## config.mk

```make
export PLATFORM = sky130hd
export DESIGN_NAME = wdt_guard
export DESIGN_NICKNAME = d
export VERILOG_FILES = /design/src/rtl/wdt_guard_pkg.sv /design/src/rtl/wdt_guard_decode.sv /design/src/rtl/wdt_guard_lock.sv /design/src/rtl/wdt_guard_cfg.sv /design/src/rtl/wdt_guard_count.sv /design/src/rtl/wdt_guard.sv
export SDC_FILE = /design/constraint.sdc
export NUM_CORES = 1
export LEC_CHECK = 0
export ABC_CLOCK_PERIOD_IN_PS = 3100
export CORE_MARGIN = 4
export CORE_UTILIZATION = 48
export CTS_CLUSTER_SIZE = 12
export DETAILED_ROUTE_END_ITERATION = 8
export PLACE_DENSITY = 0.76
export SYNTH_ARGS = -nofsm -noshare
export SYNTH_HDL_FRONTEND = slang
export SYNTH_SLANG_ARGS = --single-unit
```

## constraint.sdc

```tcl
create_clock -name clk -period 3.1 [get_ports clk]
set_input_delay 0.93 -clock clk [delete_from_list [all_inputs] [get_ports clk]]
set_output_delay 0.93 -clock clk [all_outputs]
set_load 0.01 [all_outputs]
```

## src/rtl/wdt_guard_pkg.sv

```systemverilog
// Shared constants and types of the two-stage watchdog.
// Assumes a 32-bit register bus with word addresses.
package wdt_guard_pkg;
    localparam int DATA_W = 32;
    localparam int ADDR_W = 3;
    localparam logic [DATA_W-1:0] UNLOCK_KEY = 32'h1ACC_E551;

    typedef enum logic [ADDR_W-1:0] {
        REG_LOAD   = 3'd0,
        REG_COUNT  = 3'd1,
        REG_CTRL   = 3'd2,
        REG_CLEAR  = 3'd3,
        REG_STATUS = 3'd4,
        REG_LOCK   = 3'd5
    } reg_sel_e;

    typedef struct packed {
        logic load;
        logic ctrl;
        logic clear;
        logic lock;
    } wr_strobe_t;
endpackage

```

## src/rtl/wdt_guard_decode.sv

```systemverilog
// Turns a bus write into per-register strobes. Writes to LOAD, CTRL and
// CLEAR are dropped while locked; LOCK writes always pass.
// Assumes reg_addr is valid in the cycle reg_we is high.
module wdt_guard_decode
    import wdt_guard_pkg::*;
(
    input  logic              reg_we,
    input  logic [ADDR_W-1:0] reg_addr,
    input  logic              locked,
    output wr_strobe_t        strobe
);
    // Address decode gated by the lock state
    always_comb begin
        strobe       = '0;
        strobe.lock  = reg_we && (reg_sel_e'(reg_addr) == REG_LOCK);
        strobe.load  = reg_we && !locked && (reg_sel_e'(reg_addr) == REG_LOAD);
        strobe.ctrl  = reg_we && !locked && (reg_sel_e'(reg_addr) == REG_CTRL);
        strobe.clear = reg_we && !locked && (reg_sel_e'(reg_addr) == REG_CLEAR);
    end
endmodule

```

## src/rtl/wdt_guard_lock.sv

```systemverilog
// Key-based lock: the key value unlocks, any other written value locks.
// Assumes the block leaves reset unlocked.
module wdt_guard_lock
    import wdt_guard_pkg::*;
(
    input  logic              clk,
    input  logic              rst_n,
    input  logic              lock_wr,
    input  logic [DATA_W-1:0] wdata,
    output logic              locked
);
    // Lock flag update on every LOCK write
    always_ff @(posedge clk) begin
        if (!rst_n)
            locked <= 1'b0;
        else if (lock_wr)
            locked <= (wdata != UNLOCK_KEY);
    end
endmodule

```

## src/rtl/wdt_guard_cfg.sv

```systemverilog
// Holds the load value and the two sticky enables.
// Assumes strobes are already gated by the lock.
module wdt_guard_cfg #(
    parameter int CNT_W = 32
) (
    input  logic             clk,
    input  logic             rst_n,
    input  logic             load_wr,
    input  logic             ctrl_wr,
    input  logic [CNT_W-1:0] load_in,
    input  logic [1:0]       ctrl_in,
    output logic [CNT_W-1:0] load_val,
    output logic             en_irq,
    output logic             en_rst
);
    // Load register: written value kept until the next accepted write
    always_ff @(posedge clk) begin
        if (!rst_n)
            load_val <= '1;
        else if (load_wr)
            load_val <= load_in;
    end

    // Enables can be set by software but only cleared by reset
    always_ff @(posedge clk) begin
        if (!rst_n) begin
            en_irq <= 1'b0;
            en_rst <= 1'b0;
        end else if (ctrl_wr) begin
            en_irq <= en_irq | ctrl_in[0];
            en_rst <= en_rst | ctrl_in[1];
        end
    end
endmodule

```

## src/rtl/wdt_guard_count.sv

```systemverilog
// Down counter with two-stage escalation. First zero sets the flag and
// reloads; second zero with the flag still set either pulses reset and
// halts (reset enabled) or reloads (reset disabled).
// Assumes load_wr and clear_wr are never high together.
module wdt_guard_count #(
    parameter int CNT_W = 32
) (
    input  logic             clk,
    input  logic             rst_n,
    input  logic             en_irq,
    input  logic             en_rst,
    input  logic             load_wr,
    input  logic             clear_wr,
    input  logic [CNT_W-1:0] load_in,
    input  logic [CNT_W-1:0] load_val,
    output logic [CNT_W-1:0] count_val,
    output logic             st_flag,
    output logic             halted,
    output logic             rst_pulse
);
    logic at_zero;
    logic running;

    // Expiry and run conditions
    always_comb begin
        at_zero = (count_val == '0);
        running = en_irq && !halted;
    end

    // Counter, flag, halt and reset pulse sequencing
    always_ff @(posedge clk) begin
        if (!rst_n) begin
            count_val <= '1;
            st_flag   <= 1'b0;
            halted    <= 1'b0;
            rst_pulse <= 1'b0;
        end else begin
            rst_pulse <= 1'b0;
            if (load_wr) begin
                count_val <= load_in;
                halted    <= 1'b0;
            end else if (clear_wr) begin
                count_val <= load_val;
                st_flag   <= 1'b0;
                halted    <= 1'b0;
            end else if (running) begin
                if (!at_zero) begin
                    count_val <= count_val - 1'b1;
                end else if (!st_flag) begin
                    st_flag   <= 1'b1;
                    count_val <= load_val;
                end else if (en_rst) begin
                    rst_pulse <= 1'b1;
                    halted    <= 1'b1;
                end else begin
                    count_val <= load_val;
                end
            end
        end
    end
endmodule

```

## src/rtl/wdt_guard.sv

```systemverilog
// Two-stage lockable watchdog top: register decode, lock, configuration,
// counter and read mux. Assumes CNT_W <= 32.
module wdt_guard
    import wdt_guard_pkg::*;
#(
    parameter int CNT_W = 32
) (
    input  logic              clk,
    input  logic              rst_n,
    input  logic              reg_we,
    input  logic [ADDR_W-1:0] reg_addr,
    input  logic [DATA_W-1:0] reg_wdata,
    output logic [DATA_W-1:0] reg_rdata,
    output logic              wdt_irq,
    output logic              wdt_rst_pulse
);
    wr_strobe_t       strobe;
    logic             locked;
    logic             en_irq;
    logic             en_rst;
    logic             st_flag;
    logic             halted;
    logic [CNT_W-1:0] load_val;
    logic [CNT_W-1:0] count_val;

    wdt_guard_decode u_decode (
        .reg_we   (reg_we),
        .reg_addr (reg_addr),
        .locked   (locked),
        .strobe   (strobe)
    );

    wdt_guard_lock u_lock (
        .clk     (clk),
        .rst_n   (rst_n),
        .lock_wr (strobe.lock),
        .wdata   (reg_wdata),
        .locked  (locked)
    );

    wdt_guard_cfg #(.CNT_W(CNT_W)) u_cfg (
        .clk      (clk),
        .rst_n    (rst_n),
        .load_wr  (strobe.load),
        .ctrl_wr  (strobe.ctrl),
        .load_in  (reg_wdata[CNT_W-1:0]),
        .ctrl_in  (reg_wdata[1:0]),
        .load_val (load_val),
        .en_irq   (en_irq),
        .en_rst   (en_rst)
    );

    wdt_guard_count #(.CNT_W(CNT_W)) u_count (
        .clk       (clk),
        .rst_n     (rst_n),
        .en_irq    (en_irq),
        .en_rst    (en_rst),
        .load_wr   (strobe.load),
        .clear_wr  (strobe.clear),
        .load_in   (reg_wdata[CNT_W-1:0]),
        .load_val  (load_val),
        .count_val (count_val),
        .st_flag   (st_flag),
        .halted    (halted),
        .rst_pulse (wdt_rst_pulse)
    );

    // Interrupt line follows the flag while interrupts are enabled
    always_comb wdt_irq = st_flag && en_irq;

    // Read data mux, zero-extended
    always_comb begin
        reg_rdata = '0;
        unique case (reg_sel_e'(reg_addr))
            REG_LOAD:   reg_rdata[CNT_W-1:0] = load_val;
            REG_COUNT:  reg_rdata[CNT_W-1:0] = count_val;
            REG_CTRL:   reg_rdata[1:0]       = {en_rst, en_irq};
            REG_STATUS: reg_rdata[0]         = st_flag;
            REG_LOCK:   reg_rdata[0]         = locked;
            default:    reg_rdata            = '0;
        endcase
    end
endmodule

```

Word level (Yosys, flattened, before mapping)
Index checks and enable logic that the tools add are counted.
{ "classes": {"bitwise_logic": 7, "addsub": 1, "div": 0, "n_lt_le_gt_ge": 0, "n_shift": 0, "mul": 0, "mux": 13, "n_reduce_logical": 19, "n_eq_ne": 7} }
{ "op_table": {"columns": ["cell", "n"], "rows": [
  ["$mux W32", 6],
  ["$pmux W30 S2", 1],
  ["$logic_not A32 Y1", 1],
  ["$ne A32 B29 Y1 const B", 1],
  ["$sub A32 B1 Y32 const B", 1],
  ["$logic_and A1 B1 Y1", 7],
  ["$eq A3 B2 Y1 const B", 2],
  ["$eq A3 B3 Y1 const B", 2],
  ["$reduce_or A6 Y1", 1],
  ["$ne A5 B4 Y1 const B", 1],
  ["$not A1 Y1", 5],
  ["$pmux W1 S5", 1],
  ["$mux W1", 4],
  ["$reduce_and A4 Y1", 1],
  ["$reduce_bool A2 Y1", 2],
  ["$eq A3 B1 Y1 const B", 1],
  ["$logic_not A3 Y1", 1],
  ["$pmux W1 S3", 1],
  ["$reduce_and A3 Y1", 1],
  ["$reduce_bool A3 Y1", 1],
  ["$reduce_or A3 Y1", 1],
  ["$logic_not A1 Y1", 2],
  ["$or A1 B1 Y1", 2],
  ["$reduce_and A2 Y1", 1]
]} }
{ "word_totals": {"input_bits": 38, "latch_bits": 0, "mem_bits_ro": 0, "output_inout_bits": 34, "register_bits": 70, "mem_count": 0, "mem_bits_rw": 0} }

Depth between registers and ports, before layout
{ "logic_depth": {"word_depth": 6, "depth_mapped": 9, "mapped_depth_nobuf": 8} }

By module
From an unflattened synthesis, not the netlist that was laid out.
{ "unflattened": {"hier_cells": 518, "area_unflattened_um2": 4453.0} }
{ "by_module_without_submodules": {"columns": ["mod", "area_per_inst_um2", "cells_per_inst", "n_inst"], "rows": [
  ["wdt_guard_count", 2580.0, 338, 1],
  ["wdt_guard_cfg", 1216.2, 110, 1],
  ["wdt_guard", 456.7, 50, 1],
  ["wdt_guard_lock", 136.4, 14, 1],
  ["wdt_guard_decode", 63.8, 6, 1]
]} }

Worst setup path before layout
No wires, ideal clock.
{ "synth_timing": {"path_kind": "input to output", "startpoint": "input port reg_addr[0]", "endpoint": "output port reg_rdata[10]", "slack_ps": 80, "stages": 4, "t_arrival_ps": 2090, "path_cell_list": "clkbuf_1 > nor3_1 > clkbuf_1 > a22o_1"} }
{ "synth_between": {"elab_chain_cells": 2, "word_cells_on_any_way": 3} }
{ "synth_rtl": {"columns": ["item", "line", "text"], "rows": [
  ["start, declared", "wdt_guard.sv:11", "input logic [ADDR_W-1:0] reg_addr,"],
  ["$eq A3 B1 Y1 or $logic_not A3 Y1 (tied branches)", "wdt_guard.sv:74", "unique case (reg_sel_e'(reg_addr))"],
  ["$pmux W30 S2 (*)", "wdt_guard.sv:74", null],
  ["end, declared", "wdt_guard.sv:13", "output logic [DATA_W-1:0] reg_rdata,"]
]} }
Every way passes the cells marked *; elsewhere a longest branch is shown, timed or not.

Worst setup path after layout
{ "layout_timing": {"startpoint": "input port reg_addr[1]", "endpoint": "output port reg_rdata[31]"} }
The elaborated chain is that of the path after synthesis.

==> metrics.txt <==
Reg area=between 1000 and 1500 um^2; smallest hold slack=around 480 ps; I/O pin count=a little over 70; relative slew slack=between 50% and 60%; Critical path origin=reg_addr[1]; largest family of logic cells by synthesized area=simple AND/OR/NAND/NOR gates; fin. max-slew vios=0; Vert. Die Dim=approximately 100 um; PD cells=~370 nW/um^2; Setup CP Type=primary input to primary output; routed len/inst=~21 um; Pwr Total=around 2100 uW; fill count=slightly above 700; vias in the first global route=~4800; ANT cells=0; clock skew=approximately 8 ps; Hold Path End=u_cfg.load_val[25]$_SDFFE_PN1P_; antenna violations before repair=0; main flop type after synthesis=dfxtp_1; utilization after layout=between 60% and 70%; clk_lat worst skew=around 350 ps; hold-fix buffers at CTS=0; RSZ-0062 raised after global routing=yes; largest net degree at the start of global routing=36; worst setup slack after layout=43.1 ps; FFs w/ async S/R, synth=0%; clk sinks=70; Peak VDD IR=between 0.0002 and 0.00025 V; Remaining Overflow, GRT=0; CTS Root Cell=clkbuf_8; Simple-Gate Fraction of Synth Area=~30%; area delta synth->final=33.0%; Starting DRT DRC Count=approximately 360; HPWL Detailed=around 11000 um; Ys Warns=0; Setup Viol. Count Final=0; Seq pwr share=about 46%; most frequent cells after synthesis=74 x nand2_1, 70 x dfxtp_1, 34 x nor3_1; power share of the combinational group=18.2%; GP Congestion=about 0.96; largest area contributor in the netlist=dfxtp_1; fin crit share=a little over nine tenths; Mapped Cells=527; Initial Util=50.2%; number of library cell types mapped by synthesis=slightly above 60; Final ANT Viol Nets=0; row cnt=33; synthesized flop and latch total=70; Max Clock Freq=between 0.3 and 0.4 GHz; leakage power=between 0.002 and 0.0025 uW; clock slew at reported path FFs=roughly 70 ps; worst slew pin tran=608 ps; min cycle time layout=roughly 3100 ps; TritonCTS Buffers=9; reg2reg setup slack=50 ps; Multi-input gate area=around 2600 um^2; drt total wl=15500 um; GRT Overall Usage=between 30% and 40%; core box area=around 8300 um^2; R2R Path Start=u_count.count_val[14]$_SDFFE_PN1P_; source of the worst hold timing path=u_cfg.load_val[25]$_SDFFE_PN1P_; CTS tree=built; first-pass GRT wire length=approximately 25000 um; CP Launch Type=primary input; Seq/Total Area, Yosys=33.5%; post-synthesis xor/xnor area fraction=3.77%; Net Sw Power=slightly below 600 uW; clk buf depth=2; first-pass iteration count of the detailed router=5; Final Hold Fails=0; die area=10300 um^2; switching share of power=between 20% and 30%; r2r endpoint=u_count.count_val[3]$_SDFFE_PN1P_; internal power=about 1500 uW; share of cells above drive strength 1=approximately 16%; Synth top area share=approximately 33%; Vias=around 4800; mux contribution to synthesized area=less than 1%; Worst R2R Path Depth=9; clock network power share=between 30% and 40%; Critical Path RT=about 2200 ps; Worst Path Max Fanout=35; I/O Buffers=71; Post-Syn Area per Cell=between 7 and 8 um^2; vias per cell=between 6 and 7; Hold Crit Class=register to register; H-tree Lvls=3; die boundary width=slightly above 100 um; fin nets=673; Worst Path Arrival=2130 ps; Synth Area in Adders=0.598%; Post-synth EDFFs=0; ranking of synthesized cells by area=dfxtp_1 33%, nand2_1 6.6%, a22o_1 6.3%; post-placement worst setup slack=-547 ps; post-synth net total=around 570; compound-cell area share of the yosys netlist=a little over a quarter; Cell Area, Synth=between 4000 and 5000 um^2; count leader, synth=nand2_1; Hold Path Depth=2; CP endpoint kind=primary output; # DRC=0; # Max-Cap Violations=0; status=complete, no violations
[cells in the final DEF, fill, tap and decap left out, drive strengths merged, types with 10 or more instances in the layout]
| master | count |
|---|---|
| nand4 | 10 |
| nor3 | 36 |
| a22o | 30 |
| nor2 | 28 |
| clkdlybuf4s50 | 36 |
| and2 | 10 |
| a41oi | 13 |
| nand3 | 15 |
| o21ai | 17 |
| clkdlybuf4s15 | 23 |
| dfxtp | 70 |
| nor4 | 13 |
| nand2 | 75 |
| buf | 67 |
| clkbuf | 14 |
| a21oi | 33 |
[final cells by class]
cell class,count,area share (%)
Timing Repair Buffer,138,22.1
Clock inverter,5,1.08
Sequential cell,70,25.2
Multi-Input combinational cell,406,46.4
Tap cell,105,2.36
Clock buffer,11,2.36
Inverter,8,0.539
[power groups by stage]
| stage | clock network [uW] | logic (uW) | registers (uW) |
|---|---|---|---|
| floorplan | 0 | 173 | 959 |
| global placement | 0 | 373 | 966 |
| detailed placement | 0 | 380 | 966 |
| CTS | 751 | 372 | 945 |
| global route | 792 | 400 | 949 |
| finish | 745 | 377 | 946 |
[how the worst max path moves through the flow]
stage	end	depth (start not counted)	slack, ps
floorplan	reg_rdata[10]	4	80
global placement	reg_rdata[26]	5	-470
detailed placement	reg_rdata[9]	5	-550
CTS	reg_rdata[20]	6	6
global route	u_count.count_val[3]$_SDFFE_PN1P_	9	-1
finish	reg_rdata[31]	5	40
[through the flow]
step           cells  instance area, um^2  setup TNS (ps)
3_3_place_gp     723                 5350          -24450
3_5_place_dp     723                 5350          -27160
5_1_grt          743                 5570           -1.11
6_report         743                 5570               0
2_1_floorplan    527                 4190               0
4_1_cts          743                 5580               0
[registers in the layout (all words and copies together), names as in the netlist]
signal	flops
u_cfg.en_irq	1
u_cfg.en_rst	1
u_cfg.load_val	32
u_count.count_val	32
u_count.halted	1
u_count.rst_pulse	1
u_count.st_flag	1
u_lock.locked	1
[per-layer routing]
metal	GRT usage (%)	vias up	wire length, um
li1	-	2209	-
met1	40.1	2302	6280
met2	50.2	262	7290
met3	6.40	54	1420
met4	12.4	0	549
met5	0	-	0
[critical path: stages]
cell and delay (ps):
clkdlybuf4s15_2 240, nor3_2 270, buf_12 250, a22o_1 180
clkdlybuf4s15_1 240
[cells by family after synthesis]
kind of cell               count (synthesis)
AOI/OAI and AO/OA                        151
adders and majority gates                  2
muxes                                      3
and+or+nand+nor                          232
DFF                                       70
buffers and inverters                     51
xor gates and xnor gates                  18
[repair_timing]
item	CTS	global route
gates resized for setup	69	4
gates cloned	2	0
setup endpoints to repair	44	34
buffers inserted	2	0
pin swaps	1	1
(Power assumes the default switching activity.)
